==> config.mk <==
export PLATFORM = sky130hd
export DESIGN_NAME = page_ecc_eval
export DESIGN_NICKNAME = d
export VERILOG_FILES = /design/src/rtl/page_ecc_pkg.sv /design/src/rtl/ecc_field_pick.sv /design/src/rtl/erased_scan.sv /design/src/rtl/page_ecc_eval.sv
export SDC_FILE = /design/constraint.sdc
export NUM_CORES = 1
export LEC_CHECK = 0
export ABC_AREA = 0
export BUFFER_PORTS_ARGS = -buffer_cell sky130_fd_sc_hd__buf_2
export CAP_MARGIN = 30
export CELL_PAD_IN_SITES_DETAIL_PLACEMENT = 0
export CELL_PAD_IN_SITES_GLOBAL_PLACEMENT = 1
export CORE_ASPECT_RATIO = 0.7
export CORE_MARGIN = 1
export CORE_UTILIZATION = 38
export CTS_BUF_LIST = sky130_fd_sc_hd__clkbuf_16
export CTS_CLUSTER_SIZE = 16
export DETAILED_ROUTE_END_ITERATION = 7
export HOLD_SLACK_MARGIN = 0.1
export PLACE_DENSITY = 0.91
export RECOVER_POWER = 25
export SLEW_MARGIN = 20
export SYNTH_ARGS = -nofsm -noshare
export SYNTH_HDL_FRONTEND = slang
export SYNTH_SLANG_ARGS = --single-unit
==> constraint.sdc <==
create_clock -name clk -period 4.7 [get_ports clk]
set_clock_uncertainty 0.15 [all_clocks]
set_input_delay 0.94 -clock clk [delete_from_list [all_inputs] [get_ports clk]]
set_output_delay 0.94 -clock clk [all_outputs]
set_load 0.1 [all_outputs]
==> src/rtl/page_ecc_pkg.sv <==
`timescale 1ns/1ps
package page_ecc_pkg;
  localparam int SECTOR_BYTES = 512;

  typedef enum logic [2:0] {
    ST_IDLE, ST_WAIT, ST_SCAN, ST_EVAL, ST_REPORT
  } eval_state_e;

  typedef enum logic [1:0] {
    RES_OK, RES_BLANK, RES_FATAL, RES_TIMEOUT
  } res_kind_e;

  // log2 of sectors per page for each page-size code
  function automatic logic [2:0] sectors_lg2(input logic [1:0] psel);
    case (psel)
      2'd0:    return 3'd0;
      2'd1:    return 3'd2;
      2'd2:    return 3'd3;
      default: return 3'd4;
    endcase
  endfunction
endpackage

==> src/rtl/ecc_field_pick.sv <==
`timescale 1ns/1ps
module ecc_field_pick #(
  parameter int NUM_WORDS = 8,
  localparam int NUM_SEC = NUM_WORDS * 4,
  localparam int IDX_W = $clog2(NUM_SEC)
) (
  input  logic [NUM_WORDS*32-1:0] stat_flat,
  input  logic [IDX_W-1:0]        idx,
  output logic [3:0]              count,
  output logic                    uncorr
);
  logic [3:0]           nib [NUM_SEC];
  logic [NUM_SEC*4-1:0] unused_hi;

  // lowest sector of a word sits in its most significant byte
  for (genvar g = 0; g < NUM_SEC; g++) begin : g_nib
    localparam int LSB = (g / 4) * 32 + (3 - (g % 4)) * 8;
    assign nib[g]            = stat_flat[LSB +: 4];
    assign unused_hi[g*4 +: 4] = stat_flat[LSB + 4 +: 4];
  end

  assign count  = nib[idx];
  assign uncorr = (count == 4'hF);
endmodule

==> src/rtl/erased_scan.sv <==
`timescale 1ns/1ps
module erased_scan #(
  parameter int MAX_BYTES = 8192,
  localparam int CNT_W = $clog2(MAX_BYTES)
) (
  input  logic             clk,
  input  logic             rst_n,
  input  logic             clear,
  input  logic             fire,
  input  logic [7:0]       data,
  input  logic [CNT_W-1:0] limit_m1,
  output logic             all_ff,
  output logic             last
);
  logic [CNT_W-1:0] cnt_q, cnt_d;
  logic             ff_q, ff_d;

  always_comb begin
    cnt_d = cnt_q;
    ff_d  = ff_q;
    if (clear) begin
      cnt_d = '0;
      ff_d  = 1'b1;
    end else if (fire) begin
      cnt_d = cnt_q + 1'b1;
      ff_d  = ff_q & (data == 8'hFF);
    end
  end

  always_ff @(posedge clk or negedge rst_n) begin
    if (!rst_n) begin
      cnt_q <= '0;
      ff_q  <= 1'b1;
    end else begin
      cnt_q <= cnt_d;
      ff_q  <= ff_d;
    end
  end

  assign all_ff = ff_q;
  assign last   = fire && (cnt_q == limit_m1);
endmodule

==> src/rtl/page_ecc_eval.sv <==
`timescale 1ns/1ps
module page_ecc_eval
  import page_ecc_pkg::*;
#(
  parameter int NUM_WORDS = 8,
  parameter int MAX_PAGE  = 8192,
  parameter int OPC_BIT   = 31,
  parameter int FTO_BIT   = 30,
  localparam int NUM_SEC = NUM_WORDS * 4,
  localparam int IDX_W   = $clog2(NUM_SEC),
  localparam int CNT_W   = $clog2(MAX_PAGE)
) (
  input  logic                    clk,
  input  logic                    rst_n,
  input  logic                    start,
  input  logic [IDX_W-1:0]        buf_num,
  input  logic [1:0]              page_sel,
  input  logic [NUM_WORDS*32-1:0] ecc_stat,
  input  logic [31:0]             evt_stat,
  input  logic                    byte_valid,
  input  logic [7:0]              byte_data,
  output logic                    byte_ready,
  output logic                    res_valid,
  output logic                    done,
  output logic                    blank,
  output logic                    ecc_fatal,
  output logic                    timeout_fatal,
  output logic                    evt_clr,
  output logic [31:0]             evt_clr_mask
);
  eval_state_e             state_q, state_d;
  res_kind_e               kind_q, kind_d;
  logic [IDX_W-1:0]        buf_q, buf_d;
  logic [2:0]              lg_q, lg_d;
  logic [NUM_WORDS*32-1:0] stat_q, stat_d;
  logic [31:0]             evt_q, evt_d;
  logic [IDX_W-1:0]        sec_q, sec_d;
  logic                    fatal_q, fatal_d;

  logic [IDX_W-1:0] first_idx, sec_end, spp_m1;
  logic [IDX_W:0]   spp;
  logic [CNT_W:0]   pbytes;
  logic [CNT_W-1:0] page_m1;
  logic             scan_clear, scan_fire, scan_last, scan_all_ff;
  logic [3:0]       sec_count;
  logic             sec_uncorr;

  // page geometry from latched buffer number and size code
  assign spp       = (IDX_W+1)'(1) << lg_q;
  assign spp_m1    = IDX_W'(spp - 1'b1);
  assign first_idx = buf_q << lg_q;
  assign sec_end   = first_idx + spp_m1;
  assign pbytes    = (CNT_W+1)'(SECTOR_BYTES) << lg_q;
  assign page_m1   = CNT_W'(pbytes - 1'b1);

  assign byte_ready = (state_q == ST_SCAN);
  assign scan_fire  = byte_valid && byte_ready;
  assign scan_clear = (state_q == ST_IDLE) && start;

  erased_scan #(.MAX_BYTES(MAX_PAGE)) u_scan (
    .clk(clk), .rst_n(rst_n), .clear(scan_clear), .fire(scan_fire),
    .data(byte_data), .limit_m1(page_m1),
    .all_ff(scan_all_ff), .last(scan_last)
  );

  ecc_field_pick #(.NUM_WORDS(NUM_WORDS)) u_pick (
    .stat_flat(stat_q), .idx(sec_q), .count(sec_count), .uncorr(sec_uncorr)
  );

  always_comb begin
    state_d = state_q;
    kind_d  = kind_q;
    buf_d   = buf_q;
    lg_d    = lg_q;
    stat_d  = stat_q;
    evt_d   = evt_q;
    sec_d   = sec_q;
    fatal_d = fatal_q;
    case (state_q)
      ST_IDLE: if (start) begin
        buf_d   = buf_num;
        lg_d    = sectors_lg2(page_sel);
        state_d = ST_WAIT;
      end
      ST_WAIT: if (evt_stat[OPC_BIT]) begin
        evt_d  = evt_stat;
        stat_d = ecc_stat;
        if (evt_stat[FTO_BIT]) begin
          kind_d  = RES_TIMEOUT;
          state_d = ST_REPORT;
        end else begin
          state_d = ST_SCAN;
        end
      end
      ST_SCAN: if (scan_last) begin
        sec_d   = first_idx;
        state_d = ST_EVAL;
      end
      ST_EVAL: begin
        if (sec_uncorr) begin
          kind_d  = scan_all_ff ? RES_BLANK : RES_FATAL;
          fatal_d = fatal_q | ~scan_all_ff;
          state_d = ST_REPORT;
        end else if (sec_q == sec_end) begin
          kind_d  = RES_OK;
          state_d = ST_REPORT;
        end else begin
          sec_d = sec_q + 1'b1;
        end
      end
      ST_REPORT: state_d = ST_IDLE;
      default:   state_d = ST_IDLE;
    endcase
  end

  always_ff @(posedge clk or negedge rst_n) begin
    if (!rst_n) begin
      state_q <= ST_IDLE;
      kind_q  <= RES_OK;
      buf_q   <= '0;
      lg_q    <= '0;
      stat_q  <= '0;
      evt_q   <= '0;
      sec_q   <= '0;
      fatal_q <= 1'b0;
    end else begin
      state_q <= state_d;
      kind_q  <= kind_d;
      buf_q   <= buf_d;
      lg_q    <= lg_d;
      stat_q  <= stat_d;
      evt_q   <= evt_d;
      sec_q   <= sec_d;
      fatal_q <= fatal_d;
    end
  end

  assign res_valid     = (state_q == ST_REPORT);
  assign done          = res_valid;
  assign blank         = res_valid && (kind_q == RES_BLANK);
  assign timeout_fatal = res_valid && (kind_q == RES_TIMEOUT);
  assign ecc_fatal     = fatal_q;
  assign evt_clr       = res_valid;
  assign evt_clr_mask  = res_valid ? evt_q : 32'h0;
endmodule

---- Word-level counts from Yosys, hierarchy flattened ----
Index checks and enable logic that the tools add are counted.
operators by class
  $lt $le $gt $ge ......................... 1
  divide/modulo/power cells ............... 0
  bitwise operators ....................... 4
  multiplexer cells ....................... 26
  multipliers ............................. 0
  add/subtract/negate cells ............... 5
  equality and inequality tests ........... 19
  shift operators ......................... 3
  reductions and logical operators ........ 16
operators by type and width
  kind                                                      number
  2-to-1 mux 32 bit                                         1
  2-to-1 mux 13 bit                                         2
  binary-select mux 4 bit (select 5 bit)                    1
  2-to-1 mux 3 bit                                          6
  2-to-1 mux 5 bit                                          3
  adder 13 x 1 -> 13 bit, second input constant             1
  == test 13 bit                                            1
  left shift 10 x 3 -> 13 bit, first input constant         1
  subtractor 13 x 1 -> 13 bit, second input constant        1
  one-hot mux 3 bit (4 select lines)                        1
  AND reduction 4 bit                                       3
  2-to-1 mux 2 bit                                          5
  != test 2 bit, second input constant                      5
  one-hot mux 5 bit (2 select lines)                        1
  one-hot mux 3 bit (3 select lines)                        1
  == test 8 bit, second input constant                      1
  2-to-1 mux 4 bit                                          2
  == test 3 x 2 -> 1 bit, second input constant             2
  greater-or-equal comparator 6 bit, second input constant  1
  NOT 5 -> 6 bit                                            1
  AND reduction 2 bit                                       3
  nonzero test 2 bit                                        3
  adder 5 x 1 -> 5 bit, second input constant               1
  adder 5 bit                                               1
  19 further kinds                                          26
storage, ports and cells
  memories kept ........................... 0
  latch bits .............................. 0
  register bits ........................... 317
  bits of input ports ..................... 307
  ROM bits ................................ 0
  output and inout port bits .............. 39
  logic and storage cells ................. 84
  memory bits (writable) .................. 0

---- Longest topological paths before layout ----
Gate-level depths: netlist of the first run.
  word-level depth ........................ 7
  gate-level depth with buffers ........... 14
  mapped depth without buffers ............ 13

---- Modules after synthesis ----
From an unflattened synthesis of the first run, not the netlist that was laid out.
unflattened totals
  cell total of the unflattened synthesis .. 960
  area, all modules ....................... 14,153.6 sq um
modules (own cells, without submodules)
  module          instances  seq. area each (sq um)  area an instance (sq um)  cells each
  page_ecc_eval   1          7,682.4                 12,250.5                  814
  ecc_field_pick  1          0.0                     1,012.2                   55
  erased_scan     1          351.6                   890.9                     91

---- Worst setup path after synthesis of the first run ----
No wires, ideal clock.
  kind .................................... register to output
  start ................................... register state_q[1]
  end ..................................... output blank
  path buffers ............................ 3
  stages on the path, launching flop included .. 8
  required time ........................... 3.610 ns
  path slack .............................. 0.258 ns
  arrival ................................. 3.352 ns
  path through ............................ dfrtp_1 -> clkbuf_1 -> inv_1 -> and3_1 -> clkbuf_1 -> clkbuf_1 -> nand2_1 -> nor2_1
between the ends
  cells in the longest elaborated chain, start to end .. 2
RTL lines
  what                    RTL line              source
  start, declared         page_ecc_eval.sv:31   eval_state_e state_q, state_d;
  start signal, assigned  page_ecc_eval.sv:127  state_q <= state_d;
  == test 3 bit           page_ecc_eval.sv:138  assign res_valid = (state_q == ST_REPORT);
  net done                page_ecc_eval.sv:24   output logic done,
  logical AND 1 bit       page_ecc_eval.sv:140  assign blank = res_valid && (kind_q == RES_BLANK);
  end, declared           page_ecc_eval.sv:25   output logic blank,
The timed path passes the listed nets, and every way through them passes these cells.

---- Worst setup path after layout of the first run ----
  start ................................... register lg_q[0]
  end ..................................... register sec_q[1]
between the ends
  cells in the longest elaborated chain, start to end .. 6
  elaborated cells between the ends (all ways) .. 14
  classes of those cells .................. 3 x add/sub; 4 x eq/ne; 3 x shift; 2 x mux; 2 x reduce/logical
RTL lines
  what                                                                             RTL line                                  source
  start, declared                                                                  page_ecc_eval.sv:34                       logic [2:0] lg_q, lg_d;
  start signal, assigned                                                           page_ecc_eval.sv:130                      lg_q <= lg_d;
  left shift 10 x 3 -> 13 bit / left shift 1 x 3 -> 5 bit (equally long branches)  page_ecc_eval.sv:53, page_ecc_eval.sv:49
  subtractor 13 x 1 -> 13 bit / subtractor 5 x 1 -> 5 bit (equally long branches)  page_ecc_eval.sv:54, page_ecc_eval.sv:50
  == test 13 bit / adder 5 bit (equally long branches)                             erased_scan.sv:41, page_ecc_eval.sv:52
  logical AND 1 bit / == test 5 bit (equally long branches)                        erased_scan.sv:41, page_ecc_eval.sv:104
  != test 2 x 1 -> 1 bit (no source line) / != test 2 bit (equally long branches)  --
  AND reduction 4 bit (no source line)                                             --
  end signal, assigned                                                             page_ecc_eval.sv:124                      sec_q <= '0;
  end signal, assigned                                                             page_ecc_eval.sv:133                      sec_q <= sec_d;
  end, declared                                                                    page_ecc_eval.sv:37                       logic [IDX_W-1:0] sec_q, sec_d;
Several ways; a longest one is shown, not always the timed one. The select of a mux whose other input is x is not followed.
A chain may end at the register's enable or synchronous reset.

==> flow_metrics.py, run 1 <==
metrics = {
    "setup_path": {
        "timing.critical_path.arrival_ns": 3.77,
        "crit_family": "compound AO/OA/AOI/OAI gates",
        "critical_path.max_stage_delay_ns": 0.55,
        "timing.reg2reg.worst_path_depth": 12,
        "r2r-end": "sec_q[1]$_DFFE_PN0P_",
        "crit_chain": "or3b_2, ha_1, inv_1, ha_1, a21o_1, a21oi_1, xnor2_1, xnor2_1, o2111ai_1, buf_4, a31oi_2, mux2_1",
        "crit_slowest_cell": "or3b_2",
        "required_ns": 4.87,
        "worst_r2r_startpoint": "lg_q[0]$_DFFE_PN0P_",
        "critical_path.endpoint_type": "flop",
        "timing.critical_path.fanout_max": 13,
        "total_buffers_and_inverters_traversed_by_the_critical_path": 2,
        "timing_worst_setup_path_type": "flop to flop",
        "critPathLaunchType": "flop",
        "regToRegSetupSlack_ns": 1.09,
    },
    "global_route": {
        "vias_in_the_first_global_route": 6050,
        "globalRoute.totalOverflow": 0,
        "initial_antenna_violation_count": 2,
        "grt_max_degree": 161,
        "grt_pass1_wl_um": 31900,
        "gr-usage-all-layers_pct": 17.6,
    },
    "synthesis": {
        "mean_instance_size_in_the_synthesized_netlist_um2": 12.9,
        "synth_warnings": 0,
        "synth_top_cells_by_area": "dfrtp_1, mux2_2, and2_1, nand4_1, ha_1",
        "synth_top_cell_by_area": "dfrtp_1",
        "most_common_cell_in_the_synthesized_netlist": "dfrtp_1",
        "post_synth_inst_count": 678,
        "synth-seq-cells": 193,
        "syn-cell-area_um2": 8740,
        "dominantRegCellSynth": "dfrtp_1",
        "synth_edf_count": 0,
        "synth.distinct_cells": 55,
        "synthArstFlopShare_pct": 100,
        "synthDominantCellAreaShare_pct": 55.0,
        "syn_nets": 998,
        "seq_area_frac_synth_pct": 55.3,
        "yosys-top-cells-count": "dfrtp_1, mux2_2, and2_1, nand4_1, nor2_1",
    },
    "cells_and_area": {
        "fill_cells": 2064,
        "register_area_um2": 4830,
        "post_route_cells_drive_above_1_share_pct": 48.4,
        "final_cells": 1210,
        "area_overhead_of_the_layout_relative_to_synthesis_pct": 23.2,
        "nNetsFinal": 1204,
        "multi_input_comb_area_um2": 3680,
    },
    "timing": {
        "finish_stage_setup_viols": 0,
        "setup_repair_after_global_routing_missed_its_margin": "false",
        "report.final.slew_viol_count": 0,
        "tightestPinTransition_ns": 0.983,
        "final.min_clock_period_ns": 3.61,
        "final_hold_viol_count": 0,
        "period_share_pct": 76.7,
        "slew-limit-headroom_pct": 34.5,
        "fin_tns_setup_ns": 0,
        "max_freq_mhz": 277,
    },
    "min_path": {
        "min-delay-path-class": "flop to flop",
        "timing.hold.worst_path_depth": 1,
        "worst_hold_path.endpoint": "evt_q[31]$_DFFE_PN0P_",
        "timing.hold.worst.start": "evt_q[31]$_DFFE_PN0P_",
    },
    "placement": {
        "buffer_ports.inserted": 217,
        "globalplace.congestion": 0.751,
        "place_hpwl_um": 14500,
        "post-place-cells": 1177,
    },
    "route": {
        "detail_route.iter0.violations": 284,
        "via_count": 5992,
        "dr.pass1.iters": 5,
        "maxUsedRoutingLayer": "met5",
        "met2_wl_post_dr_um": 8520,
        "met1Wirelength_um": 9680,
        "via_per_inst": 4.95,
        "drc": 0,
        "route.detailed.wl_per_inst_um": 16.6,
        "route.final.wire_length_um": 20100,
        "met3RoutedLength_um": 1610,
        "drtAntennaViolNets": 0,
    },
    "die": {
        "die_area_um2": 23600,
        "dieWidth_um": 183,
        "ios": 346,
        "floorplan.die.height_um": 129,
        "initial_utilization_pct": 38.6,
        "row_count": 46,
        "coreArea_um2": 22600,
    },
    "pwr": {
        "irDropWorstVdd_mv": 0.390,
        "leakagePower_uw": 0.00490,
        "power_density_nw_per_um2": 650,
    },
    "cts": {
        "cts.repair_timing.setup_buffer_count": 0,
        "clkTransAtPathRegs_ns": 0.07,
        "cts.sink_count": 193,
        "ctsRootBufferMaster": "clkbuf_16",
        "tritoncts_clock_tree": "built",
        "ctsHtreeMaxLevel": 4,
        "cts-buffers-inserted": 17,
        "cts-hold-fix-buffers": 0,
        "clkLatencyLatePin_ns": 0.44,
        "cts-root-to-sink-buffers": 2,
        "cts_repair_resize_count": 0,
    },
    "flow_run": {
        "max-cap-violations": 0,
    },
    "status": {
        "outcome": "complete, no violations",
    },
}
==> per-layer routing <==
metal | vias to the layer above | track usage (%)
met4 | 2 | 5.78
met3 | 24 | 6.40
li1 | 2841 | -
met1 | 2957 | 24.9
met2 | 168 | 25.0
met5 | - | 0
==> placed cells by master, fill, tap and decap left out, types with 11 or more instances in the layout <==
cell       count
a21oi_1       11
and2_1        34
buf_2        216
clkbuf_16     17
dfrtp_1      192
ha_1          12
inv_1         20
mux2_2       167
nand2_1       17
nand3_1       11
nand4_1       29
nor2_1        26
xnor2_1       11
xor2_1        12
==> registers in the layout (all words and copies together), names as in the netlist <==
register / count
state_q: 3
u_scan.all_ff: 1
u_scan.cnt_q: 13
stat_q: 128
lg_q: 3
sec_q: 5
ecc_fatal: 1
kind_q: 2
evt_q: 32
buf_q: 5
==> layout make-up <==
type | instances | share of cell area, %
antenna | 1 | 0.0232
multi-input combinational | 429 | 34.1
inverter | 17 | 0.592
timing repair buffer | 226 | 11.3
tap | 312 | 3.62
sequential | 193 | 44.8
clock buffer | 17 | 3.95
clock inverter | 15 | 1.58
==> logic make-up after synthesis <==
family          Yosys count  share of synthesized area [%]
fa+ha+maj                13                           1.95
mux                     175                           22.7
compound gates           58                           4.67
xor+xnor                 23                           2.30
buf+inv                  56                           2.81
flops                   193                           55.3
simple gates            160                           10.3
==> power by group <==
group	switching, uW	internal (uW)	leakage (uW)
Clock	661	835	0.000291
Combinational	1340	1230	0.00230
Sequential	491	2440	0.00231
==> metrics by stage <==
stage / setup WS (ns) / area (um2) / total power, uW / util [%] / hold WS (ns)
after floorplan: 0.258 / 8740 / 4910 / - / 0.280
after global placement: 1.07 / 10100 / 5410 / 44.8 / 0.294
after detailed placement: 1.09 / 10200 / 5550 / 45.0 / 0.299
after CTS: 1.08 / 10800 / 7070 / 47.6 / 0.316
after global routing: 0.840 / 10800 / 7430 / 47.6 / 0.338
final: 1.09 / 10800 / 7000 / 47.6 / 0.312
==> worst max path at each step <==
stage          cells after the start  slack [ns]                   end              startpoint
6_report                          12        1.09  sec_q[1]$_DFFE_PN0P_     lg_q[0]$_DFFE_PN0P_
5_1_grt                           12        0.84  sec_q[1]$_DFFE_PN0P_     lg_q[0]$_DFFE_PN0P_
4_1_cts                           12        1.08  sec_q[1]$_DFFE_PN0P_     lg_q[0]$_DFFE_PN0P_
3_5_place_dp                      12        1.09  sec_q[1]$_DFFE_PN0P_     lg_q[0]$_DFFE_PN0P_
3_3_place_gp                      12        1.07  sec_q[1]$_DFFE_PN0P_     lg_q[0]$_DFFE_PN0P_
2_1_floorplan                      7        0.26                 blank  state_q[1]$_DFFE_PN0P_
(Power assumes the default switching activity.)
==> run 2, diff against run 1 <==
==> constraint.sdc (replaced) <==
create_clock -name clk -period 3.63 [get_ports clk]
set_clock_uncertainty 0.15 [all_clocks]
set_input_delay 0.726 -clock clk [delete_from_list [all_inputs] [get_ports clk]]
set_output_delay 0.726 -clock clk [all_outputs]
set_load 0.1 [all_outputs]
==> flow_metrics.py, run 2 (synthesis gave the netlist of run 1 again) <==
metrics = {
    "cts": {
        "cts-root-to-sink-buffers": 2,
        "cts-hold-fix-buffers": 0,
        "ctsHtreeMaxLevel": 4,
        "tritoncts_clock_tree": "built",
        "cts-buffers-inserted": 17,
        "ctsRootBufferMaster": "clkbuf_16",
        "clkLatencyLatePin_ns": 0.44,
        "cts.sink_count": 193,
        "clkTransAtPathRegs_ns": 0.07,
    },
    "route": {
        "detail_route.iter0.violations": 298,
        "drc": 0,
        "dr.pass1.iters": 4,
        "via_per_inst": 4.93,
        "drtAntennaViolNets": 0,
        "route.detailed.wl_per_inst_um": 16.5,
        "route.final.wire_length_um": 20200,
        "via_count": 6022,
    },
    "global_route": {
        "globalRoute.totalOverflow": 0,
        "gr-usage-all-layers_pct": 17.8,
        "vias_in_the_first_global_route": 5971,
        "initial_antenna_violation_count": 5,
        "grt_pass1_wl_um": 32000,
        "grt_max_degree": 95,
    },
    "cells_and_area": {
        "final_cell_mix": "buf_2, dfrtp_1, mux2_2",
        "fill_cells": 2045,
        "multi_input_comb_area_um2": 3680,
        "largestRegisters": "stat_q (128), evt_q (32), u_scan.cnt_q (13)",
        "post_route_cells_drive_above_1_share_pct": 49.6,
        "register_area_um2": 4830,
        "largest_register_ffs": 128,
        "area_overhead_of_the_layout_relative_to_synthesis_pct": 23.7,
        "largest_register": "stat_q",
        "nNetsFinal": 1216,
        "layout_commonest_cell": "buf_2",
    },
    "timing": {
        "max_freq_mhz": 295,
        "period_share_pct": 93.5,
        "report.final.slew_viol_count": 93,
        "tightestPinTransition_ns": 2.44,
        "final_hold_viol_count": 0,
        "setup_repair_after_global_routing_missed_its_margin": "false",
        "fin_tns_setup_ns": 0,
        "slew-limit-headroom_pct": -62.7,
        "finish_stage_setup_viols": 0,
        "final.min_clock_period_ns": 3.39,
    },
    "pwr": {
        "leakagePower_uw": 0.00493,
        "irDropWorstVdd_mv": 0.576,
        "power_density_nw_per_um2": 831,
        "finalPower_uw": 8980,
    },
    "setup_path": {
        "critPathLaunchType": "flop",
        "required_ns": 3.79,
        "timing_worst_setup_path_type": "flop to flop",
        "timing.critical_path.fanout_max": 7,
        "critical_path.endpoint_type": "flop",
        "timing.critical_path.arrival_ns": 3.56,
    },
    "placement": {
        "place_hpwl_um": 14700,
        "globalplace.congestion": 0.803,
        "buffer_ports.inserted": 217,
    },
    "flow_run": {
        "max-cap-violations": 1,
    },
    "min_path": {
        "min-delay-path-class": "flop to flop",
    },
    "die": {
        "die_area_um2": 23600,
        "row_count": 46,
        "initial_utilization_pct": 38.6,
        "floorplan.die.height_um": 129,
        "ios": 346,
        "coreArea_um2": 22600,
        "dieWidth_um": 183,
    },
    "status": {
        "violated_checks": "capacitance limit, slew limit",
        "outcome": "complete, but fails checks",
    },
}
-- run 2: worst paths after layout --
path,endpoint,start,cells past startpoint,slack (ns)
max reg2reg,sec_q[1]$_DFFE_PN0P_,lg_q[0]$_DFFE_PN0P_,11,0.24
min,evt_q[31]$_DFFE_PN0P_,evt_q[31]$_DFFE_PN0P_,1,0.34
min reg2reg,evt_q[31]$_DFFE_PN0P_,evt_q[31]$_DFFE_PN0P_,1,0.34
max,sec_q[1]$_DFFE_PN0P_,lg_q[0]$_DFFE_PN0P_,11,0.24
max in group asynchronous,lg_q[0]$_DFFE_PN0P_,rst_n,1,0.86
min in group asynchronous,stat_q[88]$_DFFE_PN0P_,rst_n,1,0.86
-- run 2: worst max-delay path: stages (launching register included) --
cell and delay, ns:
dfrtp_2 0.46, or3b_2 0.54, ha_1 0.29, inv_1 0.06
ha_1 0.28, a21o_1 0.16, a21oi_1 0.18, xnor2_1 0.10
xnor2_1 0.25, o2111ai_2 0.20, a31oi_2 0.26, mux2_1 0.34
-- run 2: area by class of cell --
cell class / count / area share, %
Tap cell: 312 / 3.61
Multi-Input combinational cell: 429 / 34.1
Clock inverter: 15 / 1.17
Sequential cell: 193 / 44.7
Antenna cell: 1 / 0.0231
Clock buffer: 17 / 3.93
Timing Repair Buffer: 238 / 11.9
Inverter: 17 / 0.590
-- run 2: where the power goes --
part / switching [uW] / internal [uW] / total, uW
logic: 1790 / 1650 / 3440
clock network: 886 / 899 / 1780
registers: 596 / 3170 / 3760
total: 3270 / 5710 / 8980
-- run 2: metal layers --
layer	GRT usage (%)	up-vias	routed length (um)
li1	-	2868	-
met1	25.3	2959	9790
met2	25.1	171	8470
met3	7.13	18	1720
met4	4.26	6	178
met5	0	-	35
-- run 2: stage by stage --
step / hold WS [ns] / util (%) / instances / worst slack (ns) / instance area, um2
final: 0.341 / 47.8 / 1222 / 0.236 / 10800
after global routing: 0.334 / 47.8 / 1221 / 0.0264 / 10800
after CTS: 0.236 / 47.8 / 1219 / 0.148 / 10800
after detailed placement: 0.321 / 45.3 / 1187 / 0.160 / 10300
after global placement: 0.296 / 45.3 / 1187 / 0.199 / 10300
after floorplan: 0.280 / - / 678 / 0.0716 / 8750
-- run 2: repair_timing --
item	in CTS	in global routing
setup buffers	0	2
gates resized for setup	0	2
endpoints found under the setup margin	0	4
